$ cat config.mk
export PLATFORM = sky130hd
export DESIGN_NAME = fpk_store_packer
export DESIGN_NICKNAME = d
export VERILOG_FILES = /design/src/rtl/fpk_pkg.sv /design/src/rtl/fpk_sfloat_round.sv /design/src/rtl/fpk_int_pack.sv /design/src/rtl/fpk_store_packer.sv
export SDC_FILE = /design/constraint.sdc
export NUM_CORES = 1
export LEC_CHECK = 0
export BUFFER_PORTS_ARGS = -buffer_cell sky130_fd_sc_hd__clkbuf_2
export CORE_AREA = 2 2 146 112
export CTS_BUF_LIST = sky130_fd_sc_hd__clkbuf_4 sky130_fd_sc_hd__clkbuf_8
export DETAILED_ROUTE_END_ITERATION = 16
export DIE_AREA = 0 0 148 114
export PLACE_DENSITY = 0.59
export SETUP_SLACK_MARGIN = 0.1
export SYNTH_ARGS = -nofsm -noshare
export SYNTH_HDL_FRONTEND = slang
export SYNTH_SLANG_ARGS = --single-unit
$ cat constraint.sdc
create_clock -name clk -period 4.1 [get_ports clk]
set_input_delay 0.41 -clock clk [delete_from_list [all_inputs] [get_ports clk]]
set_output_delay 0.41 -clock clk [all_outputs]
set_load 0.005 [all_outputs]
$ cat src/rtl/fpk_pkg.sv
package fpk_pkg;
  typedef enum logic [1:0] {
    ST_OK  = 2'd0,
    ST_OVF = 2'd1,
    ST_UNF = 2'd3
  } fpk_status_e;

  typedef struct packed {
    logic is_float;
    logic is_double;
    logic no_round;
  } fpk_mode_t;
endpackage

$ cat src/rtl/fpk_sfloat_round.sv
// Single-float rounding at the narrow fraction boundary plus exponent range check.
module fpk_sfloat_round #(
  parameter int HI_W  = 17,
  parameter int LO_W  = 18,
  parameter int EXP_W = 18,
  parameter int SE_W  = 9
) (
  input  logic [HI_W-1:0]  hi_i,
  input  logic [LO_W-1:0]  lo_i,
  input  logic [EXP_W-1:0] exp_i,
  input  logic             no_round_i,
  output logic [HI_W-1:0]  hi_o,
  output logic [LO_W-1:0]  lo_o,
  output logic [SE_W-1:0]  exp_field_o,
  output logic             ovf_o,
  output logic             unf_o
);
  localparam int FW = HI_W + LO_W;
  localparam logic [FW:0] RND_ADD = (FW+1)'(1) << (SE_W - 1);
  localparam logic [FW-1:0] KEEP_MASK = ~((FW)'(1) << SE_W) + (FW)'(1) & ~((FW)'((1 << SE_W) - 1));
  localparam logic signed [EXP_W:0] E_MAX = (EXP_W+1)'((1 << (SE_W - 1)) - 1);
  localparam logic signed [EXP_W:0] E_MIN = -(EXP_W+1)'(1 << (SE_W - 1));

  logic             rnd;
  logic [FW:0]      sum;
  logic [FW-1:0]    frac;
  logic [EXP_W:0]   exp_w;
  logic [EXP_W:0]   exp_r;

  always_comb begin
    rnd   = !no_round_i && lo_i[SE_W-1];
    sum   = {1'b0, hi_i, lo_i} + (rnd ? RND_ADD : '0);
    frac  = sum[FW-1:0] & ~((FW)'((1 << SE_W) - 1));
    exp_w = {exp_i[EXP_W-1], exp_i};
    if (rnd && (frac == '0)) begin
      hi_o  = (HI_W)'(1) << (HI_W - 1);
      lo_o  = '0;
      exp_r = exp_w + {{EXP_W{1'b0}}, 1'b1};
    end else begin
      hi_o  = frac[FW-1:LO_W];
      lo_o  = frac[LO_W-1:0];
      exp_r = exp_w;
    end
    exp_field_o = exp_r[SE_W-1:0];
    ovf_o = $signed(exp_r) > E_MAX;
    unf_o = $signed(exp_r) < E_MIN;
  end

  logic unused_mask;
  assign unused_mask = ^KEEP_MASK;
endmodule

$ cat src/rtl/fpk_int_pack.sv
// Integer range check and magnitude-to-two's-complement conversion.
module fpk_int_pack #(
  parameter int HI_W = 17,
  parameter int LO_W = 18
) (
  input  logic            sign_i,
  input  logic            double_i,
  input  logic [HI_W-1:0] hi_i,
  input  logic [LO_W-1:0] lo_i,
  output logic [LO_W-1:0] w0_o,
  output logic [LO_W-1:0] w1_o,
  output logic            ovf_o
);
  localparam int FW = HI_W + LO_W;

  logic [FW-1:0] neg;

  always_comb begin
    neg = ~{hi_i, lo_i} + (FW)'(1);
    if (double_i) begin
      ovf_o = 1'b0;
      w0_o  = sign_i ? {1'b1, neg[FW-1:LO_W]} : {1'b0, hi_i};
      w1_o  = sign_i ? neg[LO_W-1:0] : lo_i;
    end else begin
      ovf_o = (|hi_i) | lo_i[LO_W-1];
      w0_o  = sign_i ? neg[LO_W-1:0] : lo_i;
      w1_o  = '0;
    end
  end
endmodule

$ cat src/rtl/fpk_store_packer.sv
module fpk_store_packer
  import fpk_pkg::*;
#(
  parameter int WORD_W = 18,
  parameter int SE_W   = 9
) (
  input  logic              clk,
  input  logic              rst_n,
  input  logic              start_i,
  input  logic              is_float_i,
  input  logic              is_double_i,
  input  logic              no_round_i,
  input  logic              sign_i,
  input  logic [WORD_W-1:0] exp_i,
  input  logic [WORD_W-2:0] frac_hi_i,
  input  logic [WORD_W-1:0] frac_lo_i,
  output logic              busy_o,
  output logic              word_vld_o,
  output logic [WORD_W-1:0] word_o,
  output logic [1:0]        word_idx_o,
  output logic              done_o,
  output logic [1:0]        status_o,
  output logic              guard_clr_o
);
  localparam int HI_W  = WORD_W - 1;
  localparam int LO_W  = WORD_W;
  localparam int EXP_W = WORD_W;
  localparam int IDX_W = 2;

  // reset: asserted asynchronously, released on a clock edge
  logic rst_meta_q, rst_sync_n;
  always_ff @(posedge clk or negedge rst_n) begin
    if (!rst_n) begin
      rst_meta_q <= 1'b0;
      rst_sync_n <= 1'b0;
    end else begin
      rst_meta_q <= 1'b1;
      rst_sync_n <= rst_meta_q;
    end
  end

  // state and captured operand
  logic              busy_q, busy_d;
  logic [IDX_W-1:0]  idx_q, idx_d;
  fpk_mode_t         mode_q;
  logic              sign_q;
  logic [EXP_W-1:0]  exp_q;
  logic [HI_W-1:0]   hi_q;
  logic [LO_W-1:0]   lo_q;
  logic              load_en;

  // datapath results
  logic [HI_W-1:0]   sf_hi;
  logic [LO_W-1:0]   sf_lo;
  logic [SE_W-1:0]   sf_exp;
  logic              sf_ovf, sf_unf;
  logic [LO_W-1:0]   int_w0, int_w1;
  logic              int_ovf;

  fpk_sfloat_round #(.HI_W(HI_W), .LO_W(LO_W), .EXP_W(EXP_W), .SE_W(SE_W)) u_round (
    .hi_i(hi_q), .lo_i(lo_q), .exp_i(exp_q), .no_round_i(mode_q.no_round),
    .hi_o(sf_hi), .lo_o(sf_lo), .exp_field_o(sf_exp), .ovf_o(sf_ovf), .unf_o(sf_unf)
  );

  fpk_int_pack #(.HI_W(HI_W), .LO_W(LO_W)) u_int (
    .sign_i(sign_q), .double_i(mode_q.is_double), .hi_i(hi_q), .lo_i(lo_q),
    .w0_o(int_w0), .w1_o(int_w1), .ovf_o(int_ovf)
  );

  // word selection, status and sequencing
  fpk_status_e       st;
  logic [IDX_W-1:0]  last_idx;
  logic [WORD_W-1:0] word_sel;
  logic              err, last, done;

  always_comb begin
    st       = ST_OK;
    last_idx = '0;
    word_sel = '0;
    unique case ({mode_q.is_float, mode_q.is_double})
      2'b00: begin
        last_idx = 2'd0;
        if (int_ovf) st = ST_OVF;
        word_sel = int_w0;
      end
      2'b01: begin
        last_idx = 2'd1;
        word_sel = (idx_q == 2'd0) ? int_w0 : int_w1;
      end
      2'b10: begin
        last_idx = 2'd1;
        if (sf_ovf)      st = ST_OVF;
        else if (sf_unf) st = ST_UNF;
        word_sel = (idx_q == 2'd0) ? {sf_lo[LO_W-1:SE_W], sf_exp} : {sign_q, sf_hi};
      end
      default: begin
        last_idx = 2'd2;
        case (idx_q)
          2'd0:    word_sel = exp_q;
          2'd1:    word_sel = {sign_q, hi_q};
          default: word_sel = lo_q;
        endcase
      end
    endcase
    err     = (st != ST_OK);
    last    = (idx_q == last_idx);
    done    = busy_q && (err || last);
    load_en = start_i && !busy_q;
    busy_d  = busy_q ? !done : start_i;
    idx_d   = (busy_q && !done) ? idx_q + 2'd1 : '0;
  end

  always_ff @(posedge clk or negedge rst_sync_n) begin
    if (!rst_sync_n) begin
      busy_q <= 1'b0;
      idx_q  <= '0;
      mode_q <= '0;
      sign_q <= 1'b0;
      exp_q  <= '0;
      hi_q   <= '0;
      lo_q   <= '0;
    end else begin
      busy_q <= busy_d;
      idx_q  <= idx_d;
      if (load_en) begin
        mode_q <= '{is_float: is_float_i, is_double: is_double_i, no_round: no_round_i};
        sign_q <= sign_i;
        exp_q  <= exp_i;
        hi_q   <= frac_hi_i;
        lo_q   <= frac_lo_i;
      end
    end
  end

  assign busy_o      = busy_q;
  assign word_vld_o  = busy_q && !err;
  assign word_o      = (busy_q && !err) ? word_sel : '0;
  assign word_idx_o  = idx_q;
  assign done_o      = done;
  assign status_o    = done ? st : ST_OK;
  assign guard_clr_o = busy_q && (idx_q == '0);

  // ---------------- assertions ----------------
  assert_vld_in_busy_R1: assert property (@(posedge clk) disable iff (!rst_sync_n)
    word_vld_o |-> busy_o);
  assert_done_ends_busy_R1: assert property (@(posedge clk) disable iff (!rst_sync_n)
    done_o |=> !busy_o);
  assert_first_idx_R2: assert property (@(posedge clk) disable iff (!rst_sync_n)
    $rose(busy_o) |-> (word_idx_o == 2'd0));
  assert_idx_step_R2: assert property (@(posedge clk) disable iff (!rst_sync_n)
    (word_vld_o && !done_o) |=> (word_vld_o && word_idx_o == 2'($past(word_idx_o) + 2'd1)));
  assert_sf_carry_R5: assert property (@(posedge clk) disable iff (!rst_sync_n)
    (word_vld_o && word_idx_o == 2'd1 && mode_q.is_float && !mode_q.is_double &&
     !mode_q.no_round && (&hi_q) && (&lo_q[LO_W-1:SE_W-1]))
    |-> (word_o == {sign_q, (HI_W)'(1) << (HI_W - 1)}));
  assert_err_no_words_R7: assert property (@(posedge clk) disable iff (!rst_sync_n)
    (done_o && status_o != 2'd0) |-> !word_vld_o);
  assert_sint_sign_R9: assert property (@(posedge clk) disable iff (!rst_sync_n)
    (word_vld_o && !mode_q.is_float && !mode_q.is_double && !sign_q) |-> !word_o[WORD_W-1]);
  assert_status_quiet_R11: assert property (@(posedge clk) disable iff (!rst_sync_n)
    !done_o |-> (status_o == 2'd0));
  assert_guard_once_R12: assert property (@(posedge clk) disable iff (!rst_sync_n)
    guard_clr_o |=> !guard_clr_o);
endmodule

==> impl_summary.log, run 1 <==
INFO  metric status = complete, but fails checks
INFO  metric failed_checks = setup timing
INFO  metric yosys-top-cells-count = sky130_fd_sc_hd__nand2_1, sky130_fd_sc_hd__dfrtp_1, sky130_fd_sc_hd__clkbuf_1
INFO  metric postSynth.asyncResetShare = 100%
INFO  metric synth_area_leaders = sky130_fd_sc_hd__dfrtp_1, sky130_fd_sc_hd__mux2_2, sky130_fd_sc_hd__xnor2_1
INFO  metric syn_to_final_growth = 34.5%
INFO  metric yosys_warnings = 0
INFO  metric clock_sinks = 62
INFO  metric maxSlewHeadroom = 40.9%
INFO  metric timing.clock.skew = 0.0141 ns
INFO  metric grt_max_degree = 44
INFO  metric post-synth-top-area-fraction = 25.5%
INFO  metric setup_violations = 22
INFO  metric final_layout_size_suffix_gt1_share = 39.2%
INFO  metric clk_pin_slew = 0.09 ns
INFO  metric synth_top_flop_cell = sky130_fd_sc_hd__dfrtp_1
INFO  metric final_setup_tns = -16.02 ns
INFO  metric total_leakage_power = 3.33 nW
INFO  metric clockBufferDepth = 2
INFO  metric drc_errors = 0
INFO  metric rsz0062_at_grt = true
INFO  metric cp_max_fo = 7
INFO  metric fin_cells = 1140
INFO  metric worst_voltage_drop_across_the_vdd_grid = 0.389 mV
INFO  metric mapped_cells = 750
INFO  metric postLayoutCoreUtil = 52.4%
INFO  metric cts_made_buffers = 9
INFO  metric achievable-frequency = 203 MHz
INFO  metric slew_viol_final = 0
INFO  metric synth-seq-area-share = 25.5%
INFO  metric final.setup.worst_slack = -0.827 ns
INFO  metric die_area = 0.0169 mm²
INFO  metric mappedNetlistNets = 819
INFO  metric dpl.cell_count = 1112
INFO  metric cap_violations = 0
INFO  metric finish.instance_area = 0.00819 mm²
INFO  metric synth.distinct_cells = 71
INFO  metric worst-endpoint-required = 3.69 ns
INFO  metric clock-root-buffer = sky130_fd_sc_hd__clkbuf_8
INFO  metric timing.critical_path.to_type = output pin
INFO  metric start_util = 39.0%
INFO  metric clock_insertion_delay_worst_skew = 0.38 ns
INFO  metric die_h = 114 µm
INFO  metric placementRows = 40
INFO  metric core_area = 0.0156 mm²
INFO  metric wire_per_inst = 22.2 µm
INFO  metric final_antenna_net_count = 0
INFO  metric power.density = 878 mW/mm²
INFO  metric gp_routability_congestion = 0.994
INFO  metric drtIter0Drc = 632
INFO  metric timing.critical_path.arrival = 4.52 ns
INFO  metric criticalPathCategory = reg2out
INFO  metric postSynthRegisterBits = 62
INFO  metric worst_hold_path_type = in2reg
INFO  metric tritoncts = done
INFO  metric regToRegStartpoint = lo_q[8]$_DFFE_PN0P_
INFO  metric detail_route.first_pass.iterations = 7
INFO  metric timing_hold_violations_final = 0
INFO  metric horizontal_die_dimension = 148 µm
INFO  metric timing.hold.ws = 0.225 ns
INFO  metric syn_avg_cell_area = 8.11 µm²
INFO  metric start_kind = register
INFO  metric worstSetupStartpoint = lo_q[8]$_DFFE_PN0P_
INFO  metric post-synth-top-count-cell = sky130_fd_sc_hd__nand2_1
INFO  metric detailedPlace.worstSlack = -0.492 ns
INFO  metric layout_min_cycle_time = 4.93 ns
INFO  metric insertedDiodeCount = 0
INFO  metric fillers = 1531
INFO  metric total_half_perimeter_wirelength_after_legalization_and_detailed_placement = 20.1 mm
INFO  metric synth.cell_area = 0.00608 mm²
INFO  metric routed_via_density = 5.98
INFO  metric synth_edf_count = 0
INFO  metric grt-ovfl-total = 0
INFO  metric yosysTopAreaCell = sky130_fd_sc_hd__dfrtp_1
INFO  metric detailroute.via_count = 6817
INFO  metric final_routed_wirelength_across_all_metal_layers = 25.3 mm
INFO  metric timing_worst_slew_pin_value = 0.865 ns
INFO  metric port_buffers = 85
INFO  metric fin_total_pwr = 7.18 mW
INFO  metric placed_cell_area = 0.00776 mm²
INFO  metric h-tree-depth = 3
INFO  metric fin_crit_sh = 120%
INFO  metric fin_nets = 994
INFO  metric number_of_antenna_violations_at_the_first_check_in_global_routing = 0
INFO  metric grt_use_total = 30.6%
INFO  metric grt_pass1_wl = 39.0 mm
INFO  metric io_pins = 86
INFO  metric grt_pass1_vias = 6451
INFO  metric min_from = exp_i[14]
final cells by class:
cell class / instances / area (µm²) / area share [%]
inverters: 14 / 52.6 / 0.642
multi-input cells: 600 / 4510 / 55.1
repair buffers: 238 / 1640 / 20.0
flip-flops and latches: 62 / 1550 / 19.0
clock inverters: 6 / 38.8 / 0.474
clock buffers: 10 / 131 / 1.61
well taps: 210 / 263 / 3.21
per-layer routing:
layer,wire [µm],up-vias,GRT usage [%]
li1,-,3163,-
met1,12100,3288,45.6
met2,10500,317,44.7
met3,2110,49,6.16
met4,569,0,8.25
met5,0,-,0
sequential cells by signal, indices dropped and copies added (netlist names):
name / flops
busy_o: 1
exp_q: 18
hi_q: 17
lo_q: 18
mode_q: 3
rst_meta_q: 1
rst_sync_n: 1
sign_q: 1
word_idx_o: 2
placed cells by master, fill, tap and decap left out, types with 24 or more instances in the layout:
cell type	netlist	final
sky130_fd_sc_hd__nand4_1	24	24
sky130_fd_sc_hd__clkbuf_2	1	73
sky130_fd_sc_hd__dfrtp_1	62	60
sky130_fd_sc_hd__mux2_2	49	49
sky130_fd_sc_hd__nor2_1	37	37
sky130_fd_sc_hd__a21oi_1	47	47
sky130_fd_sc_hd__buf_4	2	145
sky130_fd_sc_hd__nand2_1	76	74
sky130_fd_sc_hd__xnor2_1	37	36
sky130_fd_sc_hd__o21ai_0	40	39
worst max-delay path, stage by stage, from the launching register on:
cell and delay [ns]:
sky130_fd_sc_hd__dfrtp_2 0.42, sky130_fd_sc_hd__nor2b_4 0.19, sky130_fd_sc_hd__ha_4 0.17, sky130_fd_sc_hd__nand2_4 0.06
sky130_fd_sc_hd__or4_4 0.46, sky130_fd_sc_hd__o31a_1 0.28, sky130_fd_sc_hd__or4_1 0.54, sky130_fd_sc_hd__or4_4 0.49
sky130_fd_sc_hd__a2111oi_4 0.34, sky130_fd_sc_hd__o22ai_1 0.13, sky130_fd_sc_hd__o311a_4 0.47, sky130_fd_sc_hd__buf_12 0.18
sky130_fd_sc_hd__nor4_4 0.27, sky130_fd_sc_hd__buf_2 0.15
cells by family (layout without fill, tap and decap cells):
| logic type | count (synthesis) | in the layout | share of synthesized area, % |
|---|---|---|---|
| buffers and inverters | 88 | 268 | 5.92 |
| AOI/OAI and AO/OA | 195 | 195 | 21.7 |
| xor gates and xnor gates | 60 | 60 | 8.64 |
| muxes | 53 | 53 | 9.73 |
| adders and majority gates | 9 | 9 | 1.85 |
| DFF | 62 | 62 | 25.5 |
| and+or+nand+nor | 282 | 282 | 26.6 |
| other | 1 | 1 | 0.0616 |
report_power, final:
group	internal [mW]	leakage, nW	switching [mW]
clock network	0.224	0.0855	0.292
registers	0.901	0.731	0.396
logic	2.30	2.51	3.07
total	3.43	3.33	3.76
timing repair:
action,CTS,global route
hold endpoints to repair,2,0
hold buffers,1,0
buffers inserted,7,4
gates resized for setup,13,29
setup endpoints to repair,25,25
pin swaps,3,4
path summary, 6_finish.rpt:
kind / endpoint / slack, ns / depth (start not counted)
hold reg to reg: exp_q[14]$_DFFE_PN0P_ / 0.29 / 0
setup / recovery: word_o[14] / -0.83 / 13
max in group asynchronous: hi_q[3]$_DFFE_PN0P_ / 2.92 / 1
hold / removal: exp_q[14]$_DFFE_PN0P_ / 0.23 / 3
setup reg to reg: word_idx_o[1]$_DFF_PN0_ / 0.12 / 12
min in group asynchronous: exp_q[14]$_DFFE_PN0P_ / 0.29 / 0
Note: power is estimated with default switching activity, not from simulation.
==> inputs of run 2 (changes only) <==
--- a/config.mk
+++ b/config.mk
@@ -12,6 +12,7 @@
 export DIE_AREA = 0 0 148 114
 export PLACE_DENSITY = 0.59
 export SETUP_SLACK_MARGIN = 0.1
+export SKIP_CTS_REPAIR_TIMING = 1
 export SYNTH_ARGS = -nofsm -noshare
 export SYNTH_HDL_FRONTEND = slang
 export SYNTH_SLANG_ARGS = --single-unit
==> impl_summary.log, run 2 (synthesis gave the netlist of run 1 again) <==
INFO  metric status = complete, but fails checks
INFO  metric failed_checks = setup timing
INFO  metric most_common_cell_after_layout_fill_and_taps_aside = sky130_fd_sc_hd__buf_4
INFO  metric final.setup.worst_slack = -0.846 ns (-0.0189 ns)
INFO  metric crit-reg2reg-capture = word_idx_o[1]$_DFF_PN0_
INFO  metric start_kind = register
INFO  metric layout_common_cells = sky130_fd_sc_hd__buf_4, sky130_fd_sc_hd__nand2_1, sky130_fd_sc_hd__clkbuf_2
INFO  metric cts_made_buffers = 9 (unchanged)
INFO  metric maxSlewHeadroom = 41.3% (+0.43 points)
INFO  metric timing.critical_path.to_type = output pin
INFO  metric regToRegStartpoint = mode_q[0]$_DFFE_PN0P_
INFO  metric rsz0062_at_grt = true
INFO  metric horizontal_die_dimension = 148 µm (unchanged)
INFO  metric postLayoutCoreUtil = 52.7% (+0.24 points)
INFO  metric worst-endpoint-required = 3.69 ns (about the same)
INFO  metric wire_per_inst = 22.3 µm (+0.47%)
INFO  metric criticalPathCategory = reg2out
INFO  metric start_util = 39.0% (unchanged)
INFO  metric min_from = exp_i[14]
INFO  metric fillers = 1516 (-0.98%)
INFO  metric setup_violations = 22 (unchanged)
INFO  metric die_h = 114 µm (unchanged)
INFO  metric achievable-frequency = 202 MHz (-0.38%)
INFO  metric final_layout_size_suffix_gt1_share = 39.2% (-0.042 points)
INFO  metric port_buffers = 85 (unchanged)
INFO  metric grt_pass1_vias = 6414 (-0.57%)
INFO  metric clk_pin_slew = 0.09 ns (about the same)
INFO  metric timing_hold_violations_final = 0 (unchanged)
INFO  metric final_routed_wirelength_across_all_metal_layers = 25.4 mm (+0.55%)
INFO  metric grt_max_degree = 44 (unchanged)
INFO  metric h-tree-depth = 3 (unchanged)
INFO  metric total_half_perimeter_wirelength_after_legalization_and_detailed_placement = 20.1 mm (unchanged)
INFO  metric detail_route.first_pass.iterations = 6 (-1)
INFO  metric clockBufferDepth = 2 (unchanged)
INFO  metric fin_total_pwr = 7.20 mW (+0.28%)
INFO  metric placed_cell_area = 0.00776 mm² (unchanged)
INFO  metric register_area = 0.00155 mm² (unchanged)
INFO  metric placementRows = 40 (unchanged)
INFO  metric clock_sinks = 62 (unchanged)
INFO  metric total_leakage_power = 3.33 nW (+0.20%)
INFO  metric largestRegisters = exp_q (18), lo_q (18), hi_q (17)
INFO  metric layout_min_cycle_time = 4.95 ns (+0.0189 ns)
INFO  metric final_antenna_net_count = 0 (unchanged)
INFO  metric routed_via_density = 6.00 (+0.32%)
INFO  metric clock-root-buffer = sky130_fd_sc_hd__clkbuf_8
INFO  metric die_area = 0.0169 mm² (unchanged)
INFO  metric timing.critical_path.arrival = 4.54 ns (+0.02 ns)
INFO  metric slew_viol_final = 0 (unchanged)
INFO  metric number_of_antenna_violations_at_the_first_check_in_global_routing = 0 (unchanged)
INFO  metric detailroute.via_count = 6845 (+0.41%)
INFO  metric worstHoldPathCells = 3 (unchanged)
INFO  metric insertedDiodeCount = 0 (unchanged)
INFO  metric finish.instance_area = 0.00822 mm² (+0.46%)
INFO  metric io_pins = 86 (unchanged)
INFO  metric cp_max_fo = 7 (unchanged)
INFO  metric drc_errors = 0 (unchanged)
INFO  metric power.density = 876 mW/mm² (-0.17%)
INFO  metric cap_violations = 0 (unchanged)
INFO  metric worst_r2r_path_depth = 12 (unchanged)
INFO  metric fin_crit_sh = 121% (+0.46 points)
INFO  metric gp_routability_congestion = 0.994 (unchanged)
INFO  metric multi_input_comb_area = 0.00453 mm² (+0.58%)
INFO  metric worst_voltage_drop_across_the_vdd_grid = 0.391 mV (+0.57%)
INFO  metric grt_pass1_wl = 38.7 mm (-0.74%)
INFO  metric tritoncts = done
INFO  metric clock_insertion_delay_worst_skew = 0.38 ns (about the same)
INFO  metric worst_hold_path_type = in2reg
INFO  metric syn_to_final_growth = 35.1%
INFO  metric core_area = 0.0156 mm² (unchanged)
INFO  metric timing_worst_slew_pin_value = 0.858 ns (-0.00636 ns)
INFO  metric r2r_slack = 0.08 ns (-0.04 ns)
INFO  metric fin_nets = 995 (+0.10%)
INFO  metric timing.clock.skew = 0.0151 ns (+0.000979 ns)
INFO  metric drtIter0Drc = 623 (-1.4%)
INFO  metric grt-ovfl-total = 0 (unchanged)
INFO  metric grt_use_total = 30.5% (-0.11 points)
INFO  metric worstHoldEndpoint = exp_q[14]$_DFFE_PN0P_
==> run 2: how the worst max path moves through the flow <==
stage | depth (start not counted) | start | to | slack [ns]
floorplan | 13 | lo_q[8]$_DFFE_PN0P_ | word_o[12] | -0.16
global placement | 14 | mode_q[0]$_DFFE_PN0P_ | word_o[12] | -0.46
detailed placement | 16 | lo_q[8]$_DFFE_PN0P_ | word_o[14] | -0.49
CTS | 14 | mode_q[0]$_DFFE_PN0P_ | word_o[14] | -0.93
global route | 16 | lo_q[8]$_DFFE_PN0P_ | word_o[14] | -0.96
finish | 13 | mode_q[0]$_DFFE_PN0P_ | word_o[1] | -0.85
==> run 2: final cells by class <==
type                    instances  share of cell area (%)
multi-input cells             600                    55.1
repair buffers                239                    20.1
flip-flops and latches         62                    18.9
well taps                     210                    3.20
clock buffers                  10                    1.60
inverters                      14                   0.639
clock inverters                 6                   0.472
==> run 2: critical path, stage by stage, from the launching register on <==
cell,delay (ns)
sky130_fd_sc_hd__dfrtp_1,0.44
sky130_fd_sc_hd__nor2b_4,0.16
sky130_fd_sc_hd__ha_4,0.17
sky130_fd_sc_hd__nand2_4,0.06
sky130_fd_sc_hd__or4_4,0.46
sky130_fd_sc_hd__o31a_1,0.30
sky130_fd_sc_hd__or4_1,0.54
sky130_fd_sc_hd__or4_4,0.49
sky130_fd_sc_hd__a2111oi_4,0.33
sky130_fd_sc_hd__o22ai_1,0.12
sky130_fd_sc_hd__o311a_4,0.47
sky130_fd_sc_hd__buf_4,0.18
sky130_fd_sc_hd__nor4_4,0.26
sky130_fd_sc_hd__buf_2,0.15
==> run 2: stage by stage <==
| step | setup TNS [ns] | std cells | hold WS, ns | setup WS, ns |
|---|---|---|---|---|
| final | -16.48 | 1141 | 0.229 | -0.846 |
| after global routing | -19.16 | 1141 | 0.227 | -0.958 |
| after CTS | -18.12 | 1128 | -0.211 | -0.931 |
| after detailed placement | -8.52 | 1112 | 0.203 | -0.492 |
| after global placement | -8.08 | 1112 | 0.200 | -0.462 |
| after floorplan | -1.45 | 750 | 0.114 | -0.157 |
==> run 2: power by group <==
group          switching, mW  internal [mW]  leakage (nW)  total, mW
clock network          0.287          0.224        0.0855      0.510
registers              0.392          0.901         0.731       1.29
logic                   3.10           2.30          2.52       5.40
total                   3.78           3.43          3.33       7.20
==> run 2: routing by layer <==
layer / track usage, % / up-vias / part of all wire, %
li1: - / 3161 / -
met1: 45.1 / 3346 / 48
met2: 45.0 / 292 / 43
met3: 6.48 / 46 / 7.7
met4: 7.56 / 0 / 2.0
met5: 0 / - / 0
==> inputs of run 3 (changes only) <==
--- a/config.mk
+++ b/config.mk
@@ -10,7 +10,6 @@
 export CTS_BUF_LIST = sky130_fd_sc_hd__clkbuf_4 sky130_fd_sc_hd__clkbuf_8
 export DETAILED_ROUTE_END_ITERATION = 16
 export DIE_AREA = 0 0 148 114
-export PLACE_DENSITY = 0.59
 export SETUP_SLACK_MARGIN = 0.1
 export SKIP_CTS_REPAIR_TIMING = 1
 export SYNTH_ARGS = -nofsm -noshare
==> impl_summary.log, run 3 (synthesis gave the netlist of run 1 again) <==
INFO  metric final_layout_size_suffix_gt1_share = 37.6% (-1.6 points)
INFO  metric crit-reg2reg-capture = word_idx_o[1]$_DFF_PN0_
INFO  metric core_area = 0.0156 mm² (unchanged)
INFO  metric clk_pin_slew = 0.10 ns (about the same)
INFO  metric timing.hold.ws = 0.222 ns (-0.00736 ns)
INFO  metric fillers = 1543 (+1.8%)
INFO  metric grt_pass1_vias = 6433 (+0.30%)
INFO  metric layout_min_cycle_time = 4.89 ns (-0.0567 ns)
INFO  metric grt_pass1_wl = 37.6 mm (-3.0%)
INFO  metric setup_violations = 22 (unchanged)
INFO  metric number_of_antenna_violations_at_the_first_check_in_global_routing = 0 (unchanged)
INFO  metric slew_viol_final = 0 (unchanged)
INFO  metric cts_made_buffers = 9 (unchanged)
INFO  metric horizontal_die_dimension = 148 µm (unchanged)
INFO  metric fin_total_pwr = 7.03 mW (-2.5%)
INFO  metric clockBufferDepth = 2 (unchanged)
INFO  metric clock_sinks = 62 (unchanged)
INFO  metric timing_worst_slew_pin_value = 0.752 ns (-0.107 ns)
INFO  metric worst_hold_path_type = reg2async
INFO  metric worst_r2r_path_depth = 13 (+1)
INFO  metric maxSlewHeadroom = 49.9% (+8.6 points)
INFO  metric detailroute.via_count = 6860 (+0.22%)
INFO  metric io_pins = 86 (unchanged)
INFO  metric most_common_cell_after_layout_fill_and_taps_aside = sky130_fd_sc_hd__buf_4
INFO  metric placementRows = 40 (unchanged)
INFO  metric drtIter0Drc = 792 (+27%)
INFO  metric die_area = 0.0169 mm² (unchanged)
INFO  metric largestRegisters = exp_q (18), lo_q (18), hi_q (17)
INFO  metric cap_violations = 0 (unchanged)
INFO  metric timing.clock.skew = 0.0212 ns (+0.00617 ns)
INFO  metric routed_via_density = 6.05 (+0.93%)
INFO  metric groute.layer.met2.usage = 42.5% (-2.4 points)
INFO  metric wire_per_inst = 21.8 µm (-2.2%)
INFO  metric total_half_perimeter_wirelength_after_legalization_and_detailed_placement = 19.4 mm (-3.3%)
INFO  metric die_h = 114 µm (unchanged)
INFO  metric h-tree-depth = 3 (unchanged)
INFO  metric drc_errors = 0 (unchanged)
INFO  metric grt_met3_usage = 5.64% (-0.84 points)
INFO  metric total_leakage_power = 3.27 nW (-1.8%)
INFO  metric grt-ovfl-total = 0 (unchanged)
INFO  metric grt_max_degree = 41 (-6.8%)
INFO  metric clock_insertion_delay_worst_skew = 0.38 ns (about the same)
INFO  metric final_routed_wirelength_across_all_metal_layers = 24.7 mm (-2.9%)
INFO  metric rsz0062_at_grt = true
INFO  metric worst-endpoint-required = 3.69 ns (about the same)
INFO  metric layer_carrying_the_most_global_route_usage = met1
INFO  metric regToRegStartpoint = mode_q[0]$_DFFE_PN0P_
INFO  metric timing_hold_violations_final = 0 (unchanged)
INFO  metric insertedDiodeCount = 0 (unchanged)
INFO  metric r2r_slack = 0.06 ns (-0.02 ns)
INFO  metric criticalPathCategory = reg2out
INFO  metric final_antenna_net_count = 0 (unchanged)
INFO  metric achievable-frequency = 205 MHz (+1.2%)
INFO  metric finish.instance_area = 0.00808 mm² (-1.7%)
INFO  metric tritoncts = done
INFO  metric failed_checks = setup timing
INFO  metric gp_routability_congestion = 0.986 (-0.82%)
INFO  metric start_util = 39.0% (unchanged)
INFO  metric start_kind = register
INFO  metric timing.critical_path.arrival = 4.48 ns (-0.06 ns)
INFO  metric status = complete, but fails checks
INFO  metric groute.layer.met1.usage = 43.4% (-1.7 points)
INFO  metric timing.critical_path.to_type = output pin
INFO  metric placed_cell_area = 0.00774 mm² (-0.26%)
INFO  metric layout_common_cells = sky130_fd_sc_hd__buf_4, sky130_fd_sc_hd__clkbuf_2, sky130_fd_sc_hd__nand2_1
INFO  metric detail_route.first_pass.iterations = 6 (unchanged)
INFO  metric fin_crit_sh = 119% (-1.4 points)
INFO  metric fin_nets = 987 (-0.80%)
INFO  metric final.setup.worst_slack = -0.789 ns (+0.0567 ns)
INFO  metric grt_use_total = 29.2% (-1.3 points)
INFO  metric cp_max_fo = 9 (+2)
INFO  metric port_buffers = 85 (unchanged)
INFO  metric power.density = 870 mW/mm² (-0.76%)
INFO  metric clock-root-buffer = sky130_fd_sc_hd__clkbuf_8
INFO  metric worst_voltage_drop_across_the_vdd_grid = 0.381 mV (-2.6%)
INFO  metric syn_to_final_growth = 32.8%
-- run 3: cell types whose count changed in the layout (fill, tap and decap cells not counted), moves of 2 or more --
| cell | change |
|---|---|
| sky130_fd_sc_hd__nor3_2 | -2 |
| sky130_fd_sc_hd__nor4_1 | +4 |
| sky130_fd_sc_hd__nor4_4 | -3 |
| sky130_fd_sc_hd__buf_6 | -4 |
| sky130_fd_sc_hd__buf_4 | -4 |
| sky130_fd_sc_hd__nor3_1 | +3 |
| sky130_fd_sc_hd__clkinv_2 | -2 |
| sky130_fd_sc_hd__clkbuf_2 | +13 |
| sky130_fd_sc_hd__buf_2 | -13 |
-- run 3: worst max-delay path, cell delays in order, from the launching register on --
cell and delay, ns:
sky130_fd_sc_hd__dfrtp_1 0.44, sky130_fd_sc_hd__nor2b_4 0.16, sky130_fd_sc_hd__ha_4 0.17, sky130_fd_sc_hd__nand2_4 0.05, sky130_fd_sc_hd__or4_4 0.48, sky130_fd_sc_hd__o31a_1 0.27, sky130_fd_sc_hd__or4_1 0.53, sky130_fd_sc_hd__or4_4 0.49
sky130_fd_sc_hd__a2111oi_4 0.34, sky130_fd_sc_hd__o22ai_1 0.13, sky130_fd_sc_hd__o311a_4 0.40, sky130_fd_sc_hd__buf_12 0.16, sky130_fd_sc_hd__nor4_1 0.30, sky130_fd_sc_hd__clkbuf_2 0.16
-- run 3: power by group --
group,internal [mW],switching [mW]
Sequential,0.900,0.373
Clock,0.301,0.301
Combinational,2.19,2.96
Total,3.40,3.63
-- run 3: per-stage QoR --
| step | setup TNS (ns) | setup WS (ns) | util, % | cells |
|---|---|---|---|---|
| 2_1_floorplan | -1.45 | -0.157 | - | 750 |
| 3_3_place_gp | -6.52 | -0.365 | 49.6 | 1113 |
| 3_5_place_dp | -9.27 | -0.535 | 49.6 | 1113 |
| 4_1_cts | -18.72 | -0.965 | 50.9 | 1129 |
| 5_1_grt | -18.23 | -0.902 | 51.7 | 1133 |
| 6_report | -15.49 | -0.789 | 51.7 | 1133 |
-- run 3: worst max path at each step --
stage / startpoint / to / slack, ns / cells after the start
floorplan: lo_q[8]$_DFFE_PN0P_ / word_o[12] / -0.16 / 13
finish: mode_q[0]$_DFFE_PN0P_ / word_o[0] / -0.79 / 13
global placement: mode_q[0]$_DFFE_PN0P_ / word_o[1] / -0.36 / 10
detailed placement: lo_q[8]$_DFFE_PN0P_ / word_o[1] / -0.54 / 14
CTS: mode_q[0]$_DFFE_PN0P_ / word_o[1] / -0.97 / 14
global route: mode_q[0]$_DFFE_PN0P_ / word_o[0] / -0.90 / 13
-- run 3: cell type report --
| type | count | area (µm²) | share of cell area (%) |
|---|---|---|---|
| multi-input combinational | 600 | 4440 | 54.9 |
| inverter | 14 | 52.6 | 0.650 |
| timing repair buffer | 231 | 1570 | 19.4 |
| clock buffer | 10 | 138 | 1.70 |
| tap | 210 | 263 | 3.25 |
| clock inverter | 6 | 68.8 | 0.852 |
| sequential | 62 | 1550 | 19.2 |
-- run 3: layer usage --
metal,part of all wire [%],wire (µm),vias up
li1,-,-,3156
met1,47,11600,3268
met2,41,10200,383
met3,9.1,2250,53
met4,3.0,731,0
met5,0,0,-
